## src/rtl/hazard_pkg.sv

```systemverilog
package hazard_pkg;

  localparam int unsigned REG_AW = 5;

  typedef enum logic [1:0] {
    SEL_RF  = 2'b00,
    SEL_WB  = 2'b01,
    SEL_MEM = 2'b10
  } opnd_sel_e;

  // A producer is eligible to bypass when it writes and its target is not r0.
  function automatic logic producer_hits(input logic wr,
                                         input logic [REG_AW-1:0] dst,
                                         input logic [REG_AW-1:0] src);
    return wr && (dst != '0) && (dst == src);
  endfunction

endpackage

```

## src/rtl/hz_operand_fwd.sv

```systemverilog
module hz_operand_fwd
  import hazard_pkg::*;
(
  input  logic [REG_AW-1:0] src,
  input  logic [REG_AW-1:0] mem_dst,
  input  logic              mem_wr,
  input  logic [REG_AW-1:0] wb_dst,
  input  logic              wb_wr,
  output logic [1:0]        sel
);

  logic hit_mem;
  logic hit_wb;

  always_comb begin
    hit_mem = producer_hits(mem_wr, mem_dst, src);
    hit_wb  = producer_hits(wb_wr, wb_dst, src);
  end

  // Newest producer first.
  always_comb begin
    if (hit_mem)     sel = SEL_MEM;
    else if (hit_wb) sel = SEL_WB;
    else             sel = SEL_RF;
  end

endmodule

```

## src/rtl/hz_decode_bypass.sv

```systemverilog
module hz_decode_bypass
  import hazard_pkg::*;
(
  input  logic [REG_AW-1:0] id_rs,
  input  logic [REG_AW-1:0] id_rt,
  input  logic              id_rs_used,
  input  logic              id_rt_used,
  input  logic [REG_AW-1:0] wb_dst,
  input  logic              wb_wr,
  output logic              byp_rs,
  output logic              byp_rt
);

  always_comb begin
    byp_rs = id_rs_used && producer_hits(wb_wr, wb_dst, id_rs);
    byp_rt = id_rt_used && producer_hits(wb_wr, wb_dst, id_rt);
  end

endmodule

```

## src/rtl/hz_store_fwd.sv

```systemverilog
module hz_store_fwd
  import hazard_pkg::*;
(
  input  logic              mem_is_store,
  input  logic [REG_AW-1:0] mem_rt,
  input  logic [REG_AW-1:0] wb_dst,
  input  logic              wb_wr,
  input  logic              wb_is_load,
  output logic              sdata_sel
);

  always_comb begin
    sdata_sel = mem_is_store && wb_is_load && producer_hits(wb_wr, wb_dst, mem_rt);
  end

endmodule

```

## src/rtl/hz_interlock.sv

```systemverilog
module hz_interlock
  import hazard_pkg::*;
(
  input  logic [REG_AW-1:0] id_rs,
  input  logic [REG_AW-1:0] id_rt,
  input  logic              id_rs_used,
  input  logic              id_rt_used,
  input  logic              id_rt_is_sdata,
  input  logic [REG_AW-1:0] ex_dst,
  input  logic              ex_wr,
  input  logic              ex_is_load,
  output logic              stall,
  output logic              bubble
);

  logic need_rs;
  logic need_rt;
  logic load_use;

  always_comb begin
    // Store data is picked up later on the memory-to-memory path.
    need_rs  = id_rs_used;
    need_rt  = id_rt_used && !id_rt_is_sdata;
    load_use = ex_is_load &&
               ((need_rs && producer_hits(ex_wr, ex_dst, id_rs)) ||
                (need_rt && producer_hits(ex_wr, ex_dst, id_rt)));
    stall    = load_use;
    bubble   = load_use;
  end

endmodule

```

## src/rtl/hazard_unit.sv

```systemverilog
module hazard_unit
  import hazard_pkg::*;
(
  input  logic [REG_AW-1:0] id_rs,
  input  logic [REG_AW-1:0] id_rt,
  input  logic              id_rs_used,
  input  logic              id_rt_used,
  input  logic              id_rt_is_sdata,
  input  logic [REG_AW-1:0] ex_rs,
  input  logic [REG_AW-1:0] ex_rt,
  input  logic [REG_AW-1:0] ex_dst,
  input  logic              ex_wr,
  input  logic              ex_is_load,
  input  logic [REG_AW-1:0] mem_dst,
  input  logic              mem_wr,
  input  logic              mem_is_store,
  input  logic [REG_AW-1:0] mem_rt,
  input  logic [REG_AW-1:0] wb_dst,
  input  logic              wb_wr,
  input  logic              wb_is_load,
  output logic [1:0]        fwd_a,
  output logic [1:0]        fwd_b,
  output logic              sdata_sel,
  output logic              id_byp_rs,
  output logic              id_byp_rt,
  output logic              stall,
  output logic              bubble
);

  localparam int unsigned N_OPND = 2;

  logic [REG_AW-1:0] opnd_src [N_OPND];
  logic [1:0]        opnd_sel [N_OPND];

  assign opnd_src[0] = ex_rs;
  assign opnd_src[1] = ex_rt;

  generate
    for (genvar i = 0; i < N_OPND; i++) begin : g_opnd
      hz_operand_fwd u_fwd (
        .src     (opnd_src[i]),
        .mem_dst (mem_dst),
        .mem_wr  (mem_wr),
        .wb_dst  (wb_dst),
        .wb_wr   (wb_wr),
        .sel     (opnd_sel[i])
      );
    end
  endgenerate

  assign fwd_a = opnd_sel[0];
  assign fwd_b = opnd_sel[1];

  hz_store_fwd u_sfwd (
    .mem_is_store (mem_is_store),
    .mem_rt       (mem_rt),
    .wb_dst       (wb_dst),
    .wb_wr        (wb_wr),
    .wb_is_load   (wb_is_load),
    .sdata_sel    (sdata_sel)
  );

  hz_decode_bypass u_idb (
    .id_rs      (id_rs),
    .id_rt      (id_rt),
    .id_rs_used (id_rs_used),
    .id_rt_used (id_rt_used),
    .wb_dst     (wb_dst),
    .wb_wr      (wb_wr),
    .byp_rs     (id_byp_rs),
    .byp_rt     (id_byp_rt)
  );

  hz_interlock u_ilk (
    .id_rs          (id_rs),
    .id_rt          (id_rt),
    .id_rs_used     (id_rs_used),
    .id_rt_used     (id_rt_used),
    .id_rt_is_sdata (id_rt_is_sdata),
    .ex_dst         (ex_dst),
    .ex_wr          (ex_wr),
    .ex_is_load     (ex_is_load),
    .stall          (stall),
    .bubble         (bubble)
  );

endmodule

```

## config.mk

```make
export PLATFORM = sky130hd
export DESIGN_NAME = hazard_unit
export DESIGN_NICKNAME = d
export VERILOG_FILES = /design/src/rtl/hazard_pkg.sv /design/src/rtl/hz_operand_fwd.sv /design/src/rtl/hz_decode_bypass.sv /design/src/rtl/hz_store_fwd.sv /design/src/rtl/hz_interlock.sv /design/src/rtl/hazard_unit.sv
export SDC_FILE = /design/constraint.sdc
export NUM_CORES = 1
export LEC_CHECK = 0
export BUFFER_PORTS_ARGS = -buffer_cell sky130_fd_sc_hd__buf_2
export CORE_MARGIN = 8
export CORE_UTILIZATION = 40
export DETAILED_ROUTE_END_ITERATION = 8
export PLACE_DENSITY = 0.85
export SETUP_SLACK_MARGIN = 0.05
export SYNTH_ARGS = -nofsm -noshare
export SYNTH_HDL_FRONTEND = slang
export SYNTH_SLANG_ARGS = --single-unit
```

## constraint.sdc

```tcl
create_clock -name vclk -period 1.42
set_input_delay 0.071 -clock vclk [all_inputs]
set_output_delay 0.071 -clock vclk [all_outputs]
set_load 0.1 [all_outputs]
```

# Word-level counts from Yosys, hierarchy flattened
# Cells that the tools add are included.
# Widths: inputs -> output; s select.
# op_classes
eq_ne,9
muxes,4
reduce_logical,25
# op_table
cell,count
$eq 5x5->1,9
$logic_and 1x1->1,20
$reduce_bool 5->1,3
$mux 2,2
$mux 1,2
$logic_not 1->1,1
$logic_or 1x1->1,1
# totals
register_bits,0
inputBits,49
output_inout_bits,9
word_cells,38

# Logic depth before layout (Yosys ltp)
# depth
ltp_word,6
ltp_mapped,5
depth_no_buf,4

# Modules after synthesis
# Synthesis repeated with hierarchy kept, for this count alone.
# unflattened
hier_cells,89
hier_area_um2,671.9
# by_module_without_submodules
module,instances,cells_per_inst,area_each_um2
hz_operand_fwd,2,21,158.9
hz_interlock,1,18,146.4
hz_decode_bypass,1,18,133.9
hz_store_fwd,1,11,73.8

# Worst setup path before layout
# OpenSTA, ideal clock, no wires.
# synth_timing
path_kind,in2out
start,input id_rs[0]
end,output stall
arrival_ns,2.605
required_time_ns,1.349
setup_slack_ns,-1.256
cell_stages,5
n_path_buf,1
cell_sequence,xor2_1 -> nor4_1 -> nand3_1 -> a21oi_1 -> buf_4
# synth_via
elab_chain_len,5
# synth_lines
item,line,text
start: declaration,hazard_unit.sv:4,"input logic [REG_AW-1:0] id_rs,"
$eq 5x5->1,hazard_pkg.sv:15,return wr && (dst != '0) && (dst == src);
$logic_and 1x1->1,hazard_pkg.sv:15,
$logic_and 1x1->1,hz_interlock.sv:25,"((need_rs && producer_hits(ex_wr, ex_dst, id_rs)) ||"
$logic_or 1x1->1,hz_interlock.sv:25,
$logic_and 1x1->1,hz_interlock.sv:24,load_use = ex_is_load &&
end: declaration,hazard_unit.sv:26,"output logic stall,"
# Every way passes these cells.

# Worst setup path after layout
# layout_timing
start,input wb_dst[0]
end,output fwd_b[0]
# layout_via
elab_chain_len,5
elab_cells_between_ends,6
classes_between,eq/ne (1); mux (2); reduce/logical (3)
# layout_lines
item,line,text
start: declaration,hazard_unit.sv:18,"input logic [REG_AW-1:0] wb_dst,"
$reduce_bool 5->1,hazard_pkg.sv:15,
$logic_and 1x1->1,hazard_pkg.sv:15,
$logic_and 1x1->1 *,hazard_pkg.sv:15,
$mux 1 *,hz_operand_fwd.sv:23,else if (hit_wb) sel = SEL_WB;
$mux 2 *,hz_operand_fwd.sv:22,if (hit_mem) sel = SEL_MEM;
end: declaration,hazard_unit.sv:22,"output logic [1:0] fwd_b,"
# Every way passes the cells marked *; elsewhere a longest branch is shown, timed or not.

==> metrics.txt <==
relative slew slack between 70% and 80%; Data arrival, critical path approximately 1.5 ns; DRT antenna net count 0; crit path launch wb_dst[0]; Hold Path Class in -> out; failing checks setup timing; Yosys Warn Count 0; WL final between 3000 and 4000 microns; Yosys top cell by area xnor2_1; initial antenna violation count 0; wire per inst ~20 microns; Final WS setup -0.167 ns; total track usage about 18%; DRC Markers 0; via count 875; power density cells a little under 300 nW/um^2; largest net degree at the start of global routing 5; fin crit share 112%; Worst-Margin Slew 0.428 ns; Area Growth Syn to Fin 111%; status finished with violations; final core utilization approximately 90%; Max stage delay on crit path 0.55 ns; synth unique cells 15; clkbuf count 0; Final Max Slew Viols 0; core area 1510 sq um; grt ovf 0; top cells by area, synth xnor2_1, xor2_1, buf_4; HPWL after DPL approximately 2400 microns; die width around 56 microns; fin cells between 150 and 200; critical path depth 5; row count 14; Top delay family on crit path simple AND/OR/NAND/NOR gates; Syn Area/Cell slightly below 8 sq um; Seq Cell Count 0; Post-Syn Nets 130; Iteration-0 DRC Markers 11; final hold viol count 0; sequential area share after synthesis 0%; Buf/Inv on CP 2; die area roughly 3100 sq um; Critical Path RT 1.35 ns; flip-flop and latch area 0 sq um; dpl cells ~160; final net count between 150 and 200; crit path to fwd_b[0]; Max FO, Critical Path 3; maxcap violations 0; worst hold slack roughly 0.56 ns; top-area cell type share of the netlist area 31.5%; I/O pin total just under 60; static leakage 0.578 nW; Worst Setup End Kind output pin; Max VDD drop between 0.15 and 0.2 mV; hold buffer count at cts 0; vias in the first global route between 1000 and 1500; slowest CP cell or4_4; first-pass GRT wire length approximately 4900 microns; Achievable Freq about 630 MHz; PortBufs slightly below 60; DR pass1 iterations 4; Setup Crit Path Kind in -> out; min cycle time layout between 1.5 and 2 ns; Cell Chain, Critical Path buf_2 -> xor2_1 -> or4_4 -> nor4_4 -> buf_12; ant diodes 0; Die H about 56 microns; vias per cell roughly 5.4; Setup-failing EPs final 3; Startpoint Class input port; RD Place Congestion roughly 0.83; RSZ-0062 raised after global routing yes; Initial Util 42.4%; Netlist Area Pre-Place 639 sq um; ratio of cells with drive above 1 in the final layout between 60% and 70%; Syn Inst Count between 80 and 90; pre-CTS setup slack -0.180 ns
repair_timing:
action                     in CTS  in global routing
setup endpoints to repair       7                  9
resized for setup              14                 26
pin swaps                       4                 10
setup buffers                   1                  2
cells in the mapped netlist, drive strengths merged:
cell type,count
a21oi,1
buf,8
nand2,2
nand3,4
nand4,3
nand4b,1
nor3,3
nor4,6
o211ai,1
o21ai,2
or4,5
xnor2,23
xor2,22
area by class of cell:
class	instances	area [sq um]
Multi-Input combinational cell	73	716
Timing Repair Buffer	74	616
Fill cell	77	155
Tap cell	16	20.0
cells in the final DEF (no fill, tap or decap):
master / count
buf_2: 39
xor2_1: 22
xnor2_1: 21
buf_4: 14
buf_6: 12
buf_12: 9
or4_4: 4
nor4_4: 3
nand3_1: 3
nand4_1: 3
nor3_4: 3
o21ai_4: 2
xnor2_2: 2
nand2_1: 2
nor4_1: 2
nand3_2: 1
nor4_2: 1
nand4b_1: 1
or4_1: 1
o211ai_1: 1
a21oi_4: 1
through the flow:
stage / power, mW / setup TNS (ns) / cell area [sq um]
2_1_floorplan: 0.191 / -1.49 / 727
3_3_place_gp: 0.329 / -0.702 / 1180
3_5_place_dp: 0.348 / -0.922 / 1180
4_1_cts: 0.365 / -0.293 / 1250
5_1_grt: 0.425 / -0.485 / 1350
6_report: 0.399 / -0.372 / 1350
worst min-delay path by stage:
| stage | start | end | slack, ns | cells past startpoint |
|---|---|---|---|---|
| after global placement | ex_wr | stall | 0.59 | 4 |
| final | id_rs_used | id_byp_rs | 0.56 | 4 |
| after CTS | id_rs_used | id_byp_rs | 0.57 | 4 |
| after detailed placement | ex_wr | bubble | 0.61 | 4 |
| after floorplan | id_rs_used | id_byp_rs | 0.36 | 2 |
| after global routing | wb_is_load | sdata_sel | 0.59 | 4 |
where the power goes:
part           switching, mW  internal [mW]  total, mW
Sequential                 0              0          0
Combinational          0.201          0.198      0.399
Clock                      0              0          0
Total                  0.201          0.198      0.399
per-layer routing:
metal  vias to the layer above  wire, microns  GRT usage [%]
met5                         -              0              0
met4                         0            116           5.15
met3                        12            351           5.71
met2                        58           1700           36.6
met1                       395           1090           16.8
li1                        410              -              -
cells by family after synthesis:
logic type      share of synthesized area, %
simple gates                            24.7
xor+xnor                                61.6
buf+inv                                 9.00
compound gates                          4.70
Power figures use the tool's default switching activity.
